[config.mk]
export PLATFORM = sky130hd
export DESIGN_NAME = dpr_port_ctrl
export DESIGN_NICKNAME = d
export VERILOG_FILES = /design/src/rtl/dpr_pkg.sv /design/src/rtl/dpr_port_decode.sv /design/src/rtl/dpr_mem_core.sv /design/src/rtl/dpr_read_stage.sv /design/src/rtl/dpr_port_ctrl.sv
export SDC_FILE = /design/constraint.sdc
export NUM_CORES = 2
export LEC_CHECK = 0
export BUFFER_PORTS_ARGS = -buffer_cell sky130_fd_sc_hd__buf_2
export CORE_UTILIZATION = 42
export DETAILED_ROUTE_END_ITERATION = 10
export PLACE_DENSITY = 0.65
export SYNTH_ARGS = -nofsm -noshare
export SYNTH_HDL_FRONTEND = slang
export SYNTH_SLANG_ARGS = --single-unit
export TNS_END_PERCENT = 20
[constraint.sdc]
create_clock -name clk -period 2.35 [get_ports clk]
set_input_delay 0.235 -clock clk [delete_from_list [all_inputs] [get_ports clk]]
set_output_delay 0.235 -clock clk [all_outputs]
set_load 0.1 [all_outputs]
[src/rtl/dpr_pkg.sv]
package dpr_pkg;

  localparam int LANES = 2;

  typedef enum logic [2:0] {
    MD_DESEL,
    MD_SLEEP,
    MD_NOLANE,
    MD_WRITE,
    MD_READ,
    MD_OUTOFF
  } mode_e;

  typedef struct packed {
    mode_e            mode;
    logic [LANES-1:0] wr_lanes;
    logic [LANES-1:0] rd_lanes;
  } port_ctl_t;

  // Per-port decode: sleep first, then the enable pair, then direction.
  function automatic port_ctl_t decode_port(
    input logic             ce0_n,
    input logic             ce1,
    input logic             rw,
    input logic             oe_n,
    input logic [LANES-1:0] lane_n,
    input logic             sleep
  );
    port_ctl_t c;
    c.wr_lanes = '0;
    c.rd_lanes = '0;
    if (sleep)                     c.mode = MD_SLEEP;
    else if (ce0_n || !ce1)        c.mode = MD_DESEL;
    else if (&lane_n)              c.mode = MD_NOLANE;
    else if (!rw)                  c.mode = MD_WRITE;
    else if (oe_n)                 c.mode = MD_OUTOFF;
    else                           c.mode = MD_READ;
    if (c.mode == MD_WRITE) c.wr_lanes = ~lane_n;
    if (c.mode == MD_READ)  c.rd_lanes = ~lane_n;
    return c;
  endfunction

endpackage

[src/rtl/dpr_port_decode.sv]
module dpr_port_decode
  import dpr_pkg::*;
(
  input  logic             ce0_n,
  input  logic             ce1,
  input  logic             rw,
  input  logic             oe_n,
  input  logic [LANES-1:0] lane_n,
  input  logic             sleep,
  output port_ctl_t        ctl
);
  assign ctl = decode_port(ce0_n, ce1, rw, oe_n, lane_n, sleep);
endmodule

[src/rtl/dpr_mem_core.sv]
module dpr_mem_core
  import dpr_pkg::*;
#(
  parameter int ADDR_W = 6,
  parameter int LANE_W = 9
) (
  input  logic                    clk,
  input  logic [LANES-1:0]        we_a,
  input  logic [ADDR_W-1:0]       addr_a,
  input  logic [LANES*LANE_W-1:0] wdata_a,
  input  logic [LANES-1:0]        we_b,
  input  logic [ADDR_W-1:0]       addr_b,
  input  logic [LANES*LANE_W-1:0] wdata_b,
  output logic [LANES*LANE_W-1:0] raw_a,
  output logic [LANES*LANE_W-1:0] raw_b
);
  localparam int DEPTH = 1 << ADDR_W;

  logic [LANES-1:0][LANE_W-1:0] mem [DEPTH];

  // Right port first, left port last: left wins a same-lane collision.
  always_ff @(posedge clk) begin
    for (int l = 0; l < LANES; l++) begin
      if (we_b[l]) mem[addr_b][l] <= wdata_b[l*LANE_W +: LANE_W];
      if (we_a[l]) mem[addr_a][l] <= wdata_a[l*LANE_W +: LANE_W];
    end
  end

  // Combinational look-up, sampled by the read stage on the same edge
  // as the write, so a colliding reader sees the pre-write word.
  assign raw_a = mem[addr_a];
  assign raw_b = mem[addr_b];
endmodule

[src/rtl/dpr_read_stage.sv]
module dpr_read_stage
  import dpr_pkg::*;
#(
  parameter int LANE_W = 9
) (
  input  logic                    clk,
  input  logic                    rst_n,
  input  logic [LANES-1:0]        rd_lanes,
  input  logic                    sleep,
  input  logic [LANES*LANE_W-1:0] raw,
  output logic [LANES*LANE_W-1:0] rdata,
  output logic [LANES-1:0]        drive
);
  logic [LANES*LANE_W-1:0] data_q;
  logic [LANES-1:0]        drive_q;

  always_ff @(posedge clk) begin
    if (!rst_n) begin
      data_q  <= '0;
      drive_q <= '0;
    end else begin
      drive_q <= rd_lanes;
      if (|rd_lanes) data_q <= raw;
    end
  end

  assign rdata = data_q;
  assign drive = drive_q & {LANES{~sleep}};
endmodule

[src/rtl/dpr_port_ctrl.sv]
module dpr_port_ctrl
  import dpr_pkg::*;
#(
  parameter int ADDR_W = 6,
  parameter int LANE_W = 9
) (
  input  logic                  clk,
  input  logic                  rst_n,
  input  logic                  pa_ce0_n,
  input  logic                  pa_ce1,
  input  logic                  pa_rw,
  input  logic                  pa_oe_n,
  input  logic [1:0]            pa_lane_n,
  input  logic                  pa_sleep,
  input  logic [ADDR_W-1:0]     pa_addr,
  input  logic [2*LANE_W-1:0]   pa_wdata,
  output logic [2*LANE_W-1:0]   pa_rdata,
  output logic [1:0]            pa_drive,
  input  logic                  pb_ce0_n,
  input  logic                  pb_ce1,
  input  logic                  pb_rw,
  input  logic                  pb_oe_n,
  input  logic [1:0]            pb_lane_n,
  input  logic                  pb_sleep,
  input  logic [ADDR_W-1:0]     pb_addr,
  input  logic [2*LANE_W-1:0]   pb_wdata,
  output logic [2*LANE_W-1:0]   pb_rdata,
  output logic [1:0]            pb_drive
);
  localparam int NPORT  = 2;
  localparam int WORD_W = LANES * LANE_W;

  logic              c0n   [NPORT];
  logic              c1    [NPORT];
  logic              rwv   [NPORT];
  logic              oen   [NPORT];
  logic [LANES-1:0]  lnn   [NPORT];
  logic              slp   [NPORT];
  logic [WORD_W-1:0] raw   [NPORT];
  logic [WORD_W-1:0] rdat  [NPORT];
  logic [LANES-1:0]  drv   [NPORT];
  port_ctl_t         ctl   [NPORT];

  assign c0n[0] = pa_ce0_n;  assign c0n[1] = pb_ce0_n;
  assign c1[0]  = pa_ce1;    assign c1[1]  = pb_ce1;
  assign rwv[0] = pa_rw;     assign rwv[1] = pb_rw;
  assign oen[0] = pa_oe_n;   assign oen[1] = pb_oe_n;
  assign lnn[0] = pa_lane_n; assign lnn[1] = pb_lane_n;
  assign slp[0] = pa_sleep;  assign slp[1] = pb_sleep;

  // Named internal events for the checker.
  logic [LANES-1:0] wr_lanes_a, wr_lanes_b;
  logic [LANES-1:0] rd_lanes_a, rd_lanes_b;
  mode_e            mode_a, mode_b;
  logic             same_word;
  assign wr_lanes_a = ctl[0].wr_lanes;
  assign wr_lanes_b = ctl[1].wr_lanes;
  assign rd_lanes_a = ctl[0].rd_lanes;
  assign rd_lanes_b = ctl[1].rd_lanes;
  assign mode_a     = ctl[0].mode;
  assign mode_b     = ctl[1].mode;
  assign same_word  = (pa_addr == pb_addr);

  for (genvar p = 0; p < NPORT; p++) begin : g_port
    dpr_port_decode u_dec (
      .ce0_n  (c0n[p]),
      .ce1    (c1[p]),
      .rw     (rwv[p]),
      .oe_n   (oen[p]),
      .lane_n (lnn[p]),
      .sleep  (slp[p]),
      .ctl    (ctl[p])
    );

    dpr_read_stage #(.LANE_W(LANE_W)) u_rd (
      .clk      (clk),
      .rst_n    (rst_n),
      .rd_lanes (ctl[p].rd_lanes),
      .sleep    (slp[p]),
      .raw      (raw[p]),
      .rdata    (rdat[p]),
      .drive    (drv[p])
    );
  end

  dpr_mem_core #(.ADDR_W(ADDR_W), .LANE_W(LANE_W)) u_mem (
    .clk     (clk),
    .we_a    (wr_lanes_a),
    .addr_a  (pa_addr),
    .wdata_a (pa_wdata),
    .we_b    (wr_lanes_b),
    .addr_b  (pb_addr),
    .wdata_b (pb_wdata),
    .raw_a   (raw[0]),
    .raw_b   (raw[1])
  );

  assign pa_rdata = rdat[0];
  assign pb_rdata = rdat[1];
  assign pa_drive = drv[0];
  assign pb_drive = drv[1];
endmodule

==> results.toml <==
[routing]
wl_per_cell_um = 38.7
drc = 0
routed-via-count = 58200
dr.pass1.iters = 6
drt-initial-drc-count = 9990
vias_per_cell = 7.01
wl_mm = 321
antenna_left = 0

[floorplanning]
core_um2 = 167000
die_height_um = 413
start_util_pct = 42.4
io_pins = 104
die_x_um = 413
die_area_um2 = 171000
rows = 150

[sta]
final.period_utilization_pct = 99.9
max_slew_margin_pct = 25.2
skew_ns = 0.0308
drv_slew = 0
hold_violations = 0
finalSetupViolations = 0
rsz0062_at_grt = "true"
tns_ns = 0
worstMarginPinSlew_ns = 1.12
fin_ws_ns = 0.00174
fmax_ghz = 0.426
layout_min_cycle_time_ns = 2.35
fin_hold_ws_ns = 0.0389

[final_layout]
mostFrequentLayoutCell = "mux2_2"
syn_to_final_growth_pct = 23.5
layout_common_cells = "mux2_2 (1,222), edfxtp_1 (1,152), buf_4 (825), mux2i_1 (424), a221oi_1 (278)"
layout.nets = 6050
drive_above_1_share_pct = 48.9

[clocking]
clk_latency_ns = 0.83
cts_max_level = 4
cts_root_buffer = "clkbuf_16"
numCtsBuffers = 135
cts_sinks = 1192
clockBufferDepth = 3
cts_tree = "yes"
clk_pin_slew_ns = 0.07

[logic_synthesis]
syn_inst = 5263
avgSynthCellArea_um2 = 13.5
ys_seq_area_share_pct = 49.9
syn_nets = 5327
async_flop_share_pct = 0
synthDistinctLibCells = 68
ys_warn_count = 0
ys_dominant_reg_cell = "edfxtp_1"
netlist_area_um2 = 70900
synth-edff-count = 1152
ys_ff_latch = 1192

[setup_path]
worstPathRequired_ns = 3.05
start_kind = "flop"
cpMaxStageDelayCell = "a222oi_1"
cpPeakStageDelay_ns = 0.56
cp.arrival_ns = 3.05
crit_type = "reg2reg"
crit_path_end_kind = "flop"
cp_max_fo = 2
path_cells = "mux2_4 > a221o_1 > a222oi_1 > buf_4 > o2111ai_2 > o221a_2"

[placement]
hpwlAfterDp_mm = 224
finalWeightedCongestion = 1.06
port_buffers = 103
post-place-ws_ns = -0.869

[min_path]
hold_class = "in2reg"

[power]
power_frac_seq_pct = 44.6
p_leak_nw = 30.5
switching_share_pct = 25.9
power.switching_mw = 13.6
comb_power_share_pct = 13.6
clock_power_share_pct = 41.7
powerDensity_nw_per_um2 = 597
p_int_mw = 38.7
vdd_drop_max_mv = 0.675

[global_routing]
gr-total-overflow = 0
grt_use_met2_pct = 53.5
track_usage_pct = 36.8
gr-usage-met3_pct = 12.5
grt_pass1_wl_mm = 440
first_global_vias = 56000
grt_max_degree = 65
grt_use_met1_pct = 47.7
grt_antenna_before_repair = 13
busiest_layer = "met2"

[run]
cap_violations = 0

[status]
status = "finished, final reports clean"
through the flow:
stage | utilization [%] | power [mW] | cells | area (µm²)
6_report | 52.3 | 52.3 | 8305 | 87600
5_1_grt | 52.3 | 53.1 | 8301 | 87600
4_1_cts | 52.3 | 52.0 | 8301 | 87600
3_5_place_dp | 49.6 | 30.6 | 8043 | 83000
3_3_place_gp | 49.6 | 30.5 | 8043 | 83000
2_1_floorplan | - | 27.3 | 5263 | 70900
per-layer routing:
layer | wire length, µm | vias to the layer above
li1 | - | 22800
met1 | 118000 | 29500
met2 | 136000 | 4844
met3 | 45000 | 1122
met4 | 22400 | 12
met5 | 79 | -
cells in the mapped netlist (31+ instances only):
master | number | area (µm²)
o21ai_0 | 157 | 786
nor2_2 | 99 | 619
nand3_1 | 41 | 205
a22oi_1 | 115 | 863
a22o_1 | 36 | 315
buf_1 | 60 | 225
a31oi_1 | 31 | 194
a21oi_1 | 68 | 340
dfxtp_1 | 40 | 801
buf_2 | 158 | 791
nor2_1 | 139 | 522
buf_4 | 44 | 330
mux2i_1 | 425 | 4250
mux4_2 | 170 | 3830
edfxtp_1 | 1152 | 34600
clkbuf_1 | 338 | 1270
a221oi_1 | 278 | 2430
nand2_1 | 106 | 398
mux2_2 | 1224 | 13800
o22ai_1 | 267 | 1670
what timing repair did:
item | 4_1_cts | 5_1_grt
hold buffers | 10 | 0
endpoints found under the setup margin | 2 | 2
cloned | 0 | 0
setup buffers | 0 | 0
resized for setup | 3 | 3
pin swaps | 1 | 2
endpoints found under the hold margin | 15 | 0
power by group through the flow:
stage / Sequential [mW] / Combinational (mW) / Clock (mW)
after detailed placement: 23.8 / 6.79 / 0
final: 23.3 / 7.14 / 21.8
after global placement: 23.8 / 6.71 / 0
after CTS: 23.3 / 6.83 / 21.8
after global routing: 23.3 / 7.21 / 22.6
after floorplan: 23.9 / 3.49 / 0
worst paths after layout:
path | end | startpoint | slack (ns) | depth (start not counted)
worst max register to register | g_port[0].u_rd.rdata[2] | u_mem.mem[20][2] | 0.002 | 6
worst min-delay path | g_port[1].u_rd.rdata[7] | rst_n | 0.04 | 3
worst min register to register | g_port[1].u_rd.rdata[11] | g_port[1].u_rd.rdata[11] | 0.58 | 2
worst max-delay path | g_port[0].u_rd.rdata[2] | u_mem.mem[20][2] | 0.002 | 6
kinds of logic (layout without fill, tap and decap cells):
logic type             count (synthesis)  count (layout)  synth area share, %
multiplexers                        1832            1832                 31.0
buffers and inverters                615            1449                 3.85
AO/OA/AOI/OAI                       1082            1082                 10.9
AND/OR/NAND/NOR                      542             542                 4.28
flip-flops                          1192            1192                 49.9
other                                  0               4                    0
flip-flops by register name (all words and copies together) (netlist names):
name and flops:
g_port.u_rd.drive_q 4, g_port.u_rd.rdata 36, u_mem.mem 1152
area by class of cell:
cell class | count | area, µm²
diodes | 4 | 10.0
clock buffers | 172 | 3650
fillers | 14100 | 79800
clock inverters | 76 | 778
flip-flops and latches | 1192 | 35400
inverters | 7 | 27.5
repair buffers | 1194 | 12000
well taps | 2204 | 2760
multi-input cells | 3456 | 33000
critical path, delay by kind of cell (launching register included):
kind	cells	cell delay [ns]
AOI/OAI and AO/OA	4	1.22
buffers and inverters	1	0.29
DFF	1	0.42
muxes	1	0.27
(Power assumes the default switching activity.)
